`config.mk`:
```
export PLATFORM = sky130hd
export DESIGN_NAME = rxq_buffer
export DESIGN_NICKNAME = d
export VERILOG_FILES = /design/src/rtl/rxq_pkg.sv /design/src/rtl/rxq_store.sv /design/src/rtl/rxq_char_timer.sv /design/src/rtl/rxq_buffer.sv
export SDC_FILE = /design/constraint.sdc
export NUM_CORES = 1
export LEC_CHECK = 0
export ABC_CLOCK_PERIOD_IN_PS = 2820
export BUFFER_PORTS_ARGS = -buffer_cell sky130_fd_sc_hd__clkbuf_2
export CORE_ASPECT_RATIO = 1.1
export CORE_UTILIZATION = 55
export CTS_CLUSTER_DIAMETER = 40
export DETAILED_ROUTE_END_ITERATION = 6
export PLACE_DENSITY_LB_ADDON = 0.1
export SETUP_SLACK_MARGIN = 0.1
export SLEW_MARGIN = 5
export SYNTH_ARGS = -nofsm -noshare
export SYNTH_HDL_FRONTEND = slang
export SYNTH_SLANG_ARGS = --single-unit
export TNS_END_PERCENT = 30
```
`constraint.sdc`:
```
create_clock -name clk -period 2.82 [get_ports clk]
set_input_delay 0.282 -clock clk [delete_from_list [all_inputs] [get_ports clk]]
set_output_delay 0.282 -clock clk [all_outputs]
set_load 0.02 [all_outputs]
```
`src/rtl/rxq_pkg.sv`:
```
package rxq_pkg;

    typedef enum logic [1:0] {
        TMR_IDLE  = 2'd0,
        TMR_COUNT = 2'd1,
        TMR_FIRE  = 2'd2
    } tmr_state_e;

    // trigger field to entry count
    function automatic int unsigned trig_entries(input logic [1:0] sel);
        int unsigned n;
        unique case (sel)
            2'b00:   n = 1;
            2'b01:   n = 4;
            2'b10:   n = 8;
            default: n = 14;
        endcase
        return n;
    endfunction

    // bits in one serial character: start + data + parity + stop
    function automatic int unsigned frame_bits(input logic [1:0] len,
                                               input logic       par,
                                               input logic       two_stop);
        return 32'd6 + 32'(len) + (par ? 32'd1 : 32'd0) + (two_stop ? 32'd2 : 32'd1);
    endfunction

endpackage

```
`src/rtl/rxq_store.sv`:
```
module rxq_store #(
    parameter int DEPTH = 16,
    parameter int DW    = 8,
    parameter int CW    = $clog2(DEPTH + 1)
) (
    input  logic          clk,
    input  logic          rst_n,
    input  logic          flush,
    input  logic          wr_en,
    input  logic [DW-1:0] wr_data,
    input  logic          rd_en,
    output logic [DW-1:0] head,
    output logic [CW-1:0] fill
);
    localparam int AW = (DEPTH > 1) ? $clog2(DEPTH) : 1;
    localparam logic [AW-1:0] LAST = AW'(DEPTH - 1);

    logic [DW-1:0] mem [DEPTH];
    logic [AW-1:0] wr_ptr, rd_ptr;
    logic [CW-1:0] fill_q;

    function automatic logic [AW-1:0] bump(input logic [AW-1:0] p);
        return (p == LAST) ? '0 : p + 1'b1;
    endfunction

    always_ff @(posedge clk) begin
        if (wr_en) mem[wr_ptr] <= wr_data;
    end

    always_ff @(posedge clk or negedge rst_n) begin
        if (!rst_n) begin
            wr_ptr <= '0;
            rd_ptr <= '0;
            fill_q <= '0;
        end else if (flush) begin
            wr_ptr <= '0;
            rd_ptr <= '0;
            fill_q <= '0;
        end else begin
            if (wr_en) wr_ptr <= bump(wr_ptr);
            if (rd_en) rd_ptr <= bump(rd_ptr);
            unique case ({wr_en, rd_en})
                2'b10:   fill_q <= fill_q + 1'b1;
                2'b01:   fill_q <= fill_q - 1'b1;
                default: fill_q <= fill_q;
            endcase
        end
    end

    always_comb begin
        fill = fill_q;
        head = (fill_q == '0) ? '0 : mem[rd_ptr];
    end

endmodule

```
`src/rtl/rxq_char_timer.sv`:
```
module rxq_char_timer
    import rxq_pkg::*;
#(
    parameter int TW = 6
) (
    input  logic          clk,
    input  logic          rst_n,
    input  logic          stop,
    input  logic          arm,
    input  logic          tick,
    input  logic [TW-1:0] reload,
    output logic          fire
);
    tmr_state_e    state_q, state_d;
    logic [TW-1:0] cnt_q, cnt_d;

    always_ff @(posedge clk or negedge rst_n) begin
        if (!rst_n) begin
            state_q <= TMR_IDLE;
            cnt_q   <= '0;
        end else begin
            state_q <= state_d;
            cnt_q   <= cnt_d;
        end
    end

    always_comb begin
        state_d = state_q;
        cnt_d   = cnt_q;
        if (stop) begin
            state_d = TMR_IDLE;
            cnt_d   = '0;
        end else if (arm) begin
            state_d = TMR_COUNT;
            cnt_d   = reload;
        end else begin
            unique case (state_q)
                TMR_IDLE: begin
                    state_d = TMR_IDLE;
                end
                TMR_COUNT: begin
                    if (tick) begin
                        if (cnt_q <= TW'(1)) begin
                            state_d = TMR_FIRE;
                            cnt_d   = '0;
                        end else begin
                            cnt_d = cnt_q - 1'b1;
                        end
                    end
                end
                TMR_FIRE: begin
                    state_d = TMR_IDLE;
                end
                default: begin
                    state_d = TMR_IDLE;
                end
            endcase
        end
    end

    always_comb begin
        fire = (state_q == TMR_FIRE);
    end

endmodule

```
`src/rtl/rxq_buffer.sv`:
```
module rxq_buffer
    import rxq_pkg::*;
#(
    parameter int DEPTH     = 16,
    parameter int DW        = 8,
    parameter int TMO_CHARS = 4
) (
    input  logic                         clk,
    input  logic                         rst_n,
    input  logic                         fifo_en,
    input  logic                         rx_reset,
    input  logic [1:0]                   trig_sel,
    input  logic [1:0]                   fmt_len,
    input  logic                         fmt_par,
    input  logic                         fmt_two_stop,
    input  logic                         baud_tick,
    input  logic                         push_valid,
    input  logic [DW-1:0]                push_data,
    input  logic                         brk_valid,
    input  logic                         pop,
    input  logic                         status_ack,
    output logic [DW-1:0]                rd_data,
    output logic [$clog2(DEPTH+1)-1:0]   level,
    output logic                         data_ready,
    output logic                         brk_flag,
    output logic                         overrun,
    output logic                         above_trig,
    output logic                         tmo_pend,
    output logic                         tx_flush_req
);
    localparam int CNT_W   = $clog2(DEPTH + 1);
    localparam int MAX_BIT = 12;
    localparam int TW      = $clog2(TMO_CHARS * MAX_BIT + 1);

    logic          fifo_en_q;
    logic          rx_flush;
    logic          arrive;
    logic [DW-1:0] in_byte;
    logic [DW-1:0] f_head;
    logic [CNT_W-1:0] f_fill;
    logic          f_empty, f_full;
    logic          pop_ok, wr_ok, ovr_set, empties;
    logic          hold_full;
    logic [DW-1:0] hold_q;
    logic          brk_q, ovr_q, pend_q;
    logic          tmr_arm, tmr_fire;
    logic [TW-1:0] tmr_reload;

    // mode tracking and flush generation
    always_ff @(posedge clk or negedge rst_n) begin
        if (!rst_n) fifo_en_q <= 1'b0;
        else        fifo_en_q <= fifo_en;
    end

    always_comb begin
        tx_flush_req = fifo_en ^ fifo_en_q;
        rx_flush     = rx_reset | tx_flush_req;
        arrive       = push_valid | brk_valid;
        in_byte      = brk_valid ? '0 : push_data;
        f_empty      = (f_fill == '0);
        f_full       = (f_fill == CNT_W'(DEPTH));
        pop_ok       = fifo_en & pop & ~f_empty & ~rx_flush;
        wr_ok        = fifo_en & arrive & ~rx_flush & (~f_full | pop_ok);
        if (fifo_en)
            ovr_set = ~rx_flush & arrive & f_full & ~pop_ok;
        else
            ovr_set = ~rx_flush & arrive & hold_full & ~pop;
        if (fifo_en)
            empties = pop_ok & (f_fill == CNT_W'(1)) & ~wr_ok;
        else
            empties = ~rx_flush & pop & hold_full & ~arrive;
    end

    rxq_store #(
        .DEPTH (DEPTH),
        .DW    (DW),
        .CW    (CNT_W)
    ) u_store (
        .clk     (clk),
        .rst_n   (rst_n),
        .flush   (rx_flush),
        .wr_en   (wr_ok),
        .wr_data (in_byte),
        .rd_en   (pop_ok),
        .head    (f_head),
        .fill    (f_fill)
    );

    // single holding register used when queueing is off
    always_ff @(posedge clk or negedge rst_n) begin
        if (!rst_n) begin
            hold_q    <= '0;
            hold_full <= 1'b0;
        end else if (rx_flush) begin
            hold_full <= 1'b0;
        end else if (!fifo_en) begin
            if (arrive) begin
                hold_q    <= in_byte;
                hold_full <= 1'b1;
            end else if (pop) begin
                hold_full <= 1'b0;
            end
        end
    end

    // status flags
    always_ff @(posedge clk or negedge rst_n) begin
        if (!rst_n) begin
            brk_q <= 1'b0;
            ovr_q <= 1'b0;
        end else begin
            if (rx_flush)                    brk_q <= 1'b0;
            else if (brk_valid)              brk_q <= 1'b1;
            else if (status_ack || empties)  brk_q <= 1'b0;

            if (ovr_set)                     ovr_q <= 1'b1;
            else if (status_ack)             ovr_q <= 1'b0;
        end
    end

    // character timeout
    always_comb begin
        tmr_reload = TW'(TMO_CHARS * frame_bits(fmt_len, fmt_par, fmt_two_stop));
        tmr_arm    = fifo_en & ~rx_flush &
                     (arrive | (pop_ok & (f_fill > CNT_W'(1))));
    end

    rxq_char_timer #(
        .TW (TW)
    ) u_timer (
        .clk    (clk),
        .rst_n  (rst_n),
        .stop   (rx_flush),
        .arm    (tmr_arm),
        .tick   (baud_tick),
        .reload (tmr_reload),
        .fire   (tmr_fire)
    );

    always_ff @(posedge clk or negedge rst_n) begin
        if (!rst_n)                    pend_q <= 1'b0;
        else if (rx_flush)             pend_q <= 1'b0;
        else if (fifo_en && pop)       pend_q <= 1'b0;
        else if (tmr_fire && !f_empty) pend_q <= 1'b1;
    end

    // outputs
    always_comb begin
        if (fifo_en) begin
            rd_data    = f_head;
            level      = f_fill;
            data_ready = ~f_empty;
            above_trig = (32'(f_fill) >= trig_entries(trig_sel));
        end else begin
            rd_data    = hold_q;
            level      = CNT_W'(hold_full);
            data_ready = hold_full;
            above_trig = hold_full;
        end
        brk_flag = brk_q;
        overrun  = ovr_q;
        tmo_pend = pend_q;
    end

endmodule

```
==> run summary <==
Die X: 111 um
Via Count: 4318
DP HPWL: 10300 um
Failing checks: DRC
MaxCap Viol Count: 0
Share of layout cells above drive strength 1: 26.2%
Post-route ant nets: 0
Synth top area cells: edfxtp_1 (53%), dfrtp_1 (12%), mux4_2 (10%)
Fin crit share: 95.2%
Fillers: 915
CP endpoint kind: output port
Crit path time final: 2680 ps
Chip Height: 122 um
Global-route wire length before repair: 24200 um
Biggest area consumer among synthesized cells: edfxtp_1
Clock tree buffer depth: 2
Vias in the first global route: 4314
H-tree depth: 4
Maximum achievable frequency: 373 MHz
Synth Area in Simple Gates: 10.4%
Leak pwr: 0.00305 uW
Post-synthesis compound-gate area fraction: 7.36%
Fin nets: 591
Sequential share of the synthesized area: 65.0%
RSZ-0062 raised after global routing: yes
Worst-Skew Late Latency: 420 ps
Arr. time, crit path: 2400 ps
Largest family of logic cells by synthesized area: multiplexers
DRT Pass-1 Iters: 7
IO Port Bufs: 41
CTS sink count: 162
Critical Path Source Type: flop
Setup TNS: 0 ps
Commonest cells after routing, fill and taps aside: edfxtp_1 (128), clkbuf_2 (41), nand2_1 (33), dfrtp_1 (33), mux4_2 (32)
Synth Register Bits: 162
Area of the multi-input gates: 2360 sq um
Setup violators final: 0
Clk pin slew, worst setup/hold paths: 60 ps
Power per cell area: 635 nW/um^2
Total grt overflow: 0
Crit path required time: 2540 ps
Core area: 12700 sq um
Maximum VDD drop: 0.345 mV
Synth-to-Final Area Change: 15.9%
Fin. max-slew vios: 0
Synthesized netlist cell count: 482
R2R cell count: 8
Routed len/inst: 21.4 um
Initial core utilization: 56.9%
Final hold vios: 0
Crit Path Category: reg2out
Clk_skew: 7.07 ps
Number of synthesized flops with an enable pin: 128
Synth Area in Adders: 3.40%
FFs w/ async S/R, synth: 21.0%
Mux contribution to synthesized area: 10.8%
DR vias/cell: 6.01
Total GRT Usage: 24.7%
Synth top area share: 53.2%
Mean Syn Cell Area: 15.0 sq um
Most common cell after layout, fill and taps aside: edfxtp_1
Hold Path Class: in2async
Reg2reg setup slack: 240 ps
GP Congestion: 0.879
Area taken by flip-flops and latches: 4700 sq um
Post-Syn Area: 7220 sq um
DIE AREA: 13600 sq um
Synth warnings: 0
Clock tree root driver cell: clkbuf_16
Num CTS Buffers: 17
Top_reg_cell synth: edfxtp_1
Ant diodes: 0
CTS tree: done
Post-Synth XOR/XNOR Area: 0.485%
Worst slew margin: 35.7%
IO Pins: 42
Outcome: complete, but fails checks
Number of remaining DRC errors: 4
Detailed Route WL: 15400 um
Post-synth cell types: 51
Hold-fix buffers at CTS: 0
Crit-path max FO: 6
Final hold slack: 5.16 ps
Largest net degree at the start of global routing: 37
Syn_nets: 524
Initial antenna violation count: 0
FP Rows: 43
Least-Margin Pin Slew: 964 ps
DRT iter0 DRCs: 388
-- routing by layer --
metal / vias to the layer above / global-route usage [%] / part of all wire (%)
met2: 133 / 38.8 / 48
met1: 2164 / 33.7 / 44
met3: 27 / 4.78 / 5.2
met4: 0 / 11.7 / 2.9
met5: - / 0 / 0
li1: 1994 / - / -
-- through the flow --
| stage | setup slack (ps) | std cells | cell area [sq um] | utilization, % | power [uW] |
|---|---|---|---|---|---|
| after CTS | 122 | 719 | 8360 | 65.8 | 5350 |
| after detailed placement | 245 | 685 | 7750 | 61.1 | 3060 |
| after global placement | 311 | 685 | 7750 | 61.1 | 3060 |
| final | 136 | 719 | 8370 | 65.9 | 5310 |
| after global routing | 75.6 | 719 | 8370 | 65.9 | 5490 |
| after floorplan | -44.2 | 482 | 7220 | - | 2910 |
-- critical path, cell delays in order (launching register included) --
cell and delay, ps:
dfrtp_2 430, buf_4 210, mux4_2 540, a22oi_1 360
a21o_1 180, o21ai_0 80, clkbuf_2 160
-- flip-flops by register name, summed over array words and instances, names as in the netlist --
signal,count
brk_flag,1
fifo_en_q,1
hold_full,1
hold_q,8
overrun,1
tmo_pend,1
u_store.fill,5
u_store.mem,128
u_store.rd_ptr,4
u_store.wr_ptr,4
u_timer.cnt_q,6
u_timer.state_q,2
-- cells in the mapped netlist, types with 2 or more instances --
| master | count |
|---|---|
| a211oi_1 | 2 |
| a211oi_2 | 2 |
| a21o_1 | 9 |
| a21oi_1 | 14 |
| a22oi_1 | 17 |
| a311oi_1 | 2 |
| a31oi_1 | 2 |
| a41oi_1 | 3 |
| and2_1 | 7 |
| and4_1 | 3 |
| and4b_1 | 3 |
| buf_2 | 5 |
| clkbuf_1 | 15 |
| dfrtp_1 | 34 |
| edfxtp_1 | 128 |
| ha_1 | 18 |
| inv_1 | 23 |
| mux2_2 | 2 |
| mux2i_1 | 4 |
| mux4_2 | 32 |
| nand2_1 | 34 |
| nand2b_1 | 3 |
| nand3_1 | 5 |
| nand3b_1 | 2 |
| nor2_1 | 23 |
| nor2b_1 | 12 |
| nor3_1 | 11 |
| nor3b_1 | 5 |
| nor4_1 | 4 |
| nor4b_1 | 5 |
| o21ai_0 | 22 |
| o31ai_1 | 3 |
| or2_2 | 3 |
| or3_1 | 5 |
| xor2_1 | 4 |
-- kinds of logic after synthesis --
kind of cell	count (synthesis)
adders and majority gates	19
xor gates and xnor gates	4
and+or+nand+nor	133
DFF	162
AOI/OAI and AO/OA	80
muxes	38
buffers and inverters	46
-- layout make-up --
type                            instances  share of cell area (%)
Multi-Input combinational cell        274                    28.2
Tap cell                              157                    2.35
Timing Repair Buffer                   71                    5.34
Sequential cell                       162                    56.1
Clock inverter                         11                    1.63
Clock buffer                           21                    5.38
Inverter                               23                    1.03
-- power by group --
part	total, uW	switching, uW	internal (uW)
clock	2290	887	1410
sequential	2640	16.2	2620
combinational	381	246	135
-- repair_timing --
action                                  in CTS  in global routing
pin swaps                                    0                  0
gates resized for setup                      1                  2
buffers inserted                             2                  0
endpoints found under the setup margin       8                 16
-- worst paths after layout --
| path | from | endpoint |
|---|---|---|
| min reg2reg | hold_q[3] | hold_q[3] |
| min | rst_n | u_store.fill[3] |
| min in group clk | baud_tick | u_timer.state_q[0] |
| max reg2reg | u_store.fill[0] | u_store.mem[8][7] |
| max in group asynchronous | rst_n | u_store.rd_ptr[0] |
| max | u_store.rd_ptr[0] | rd_data[1] |
Power figures use the tool's default switching activity.
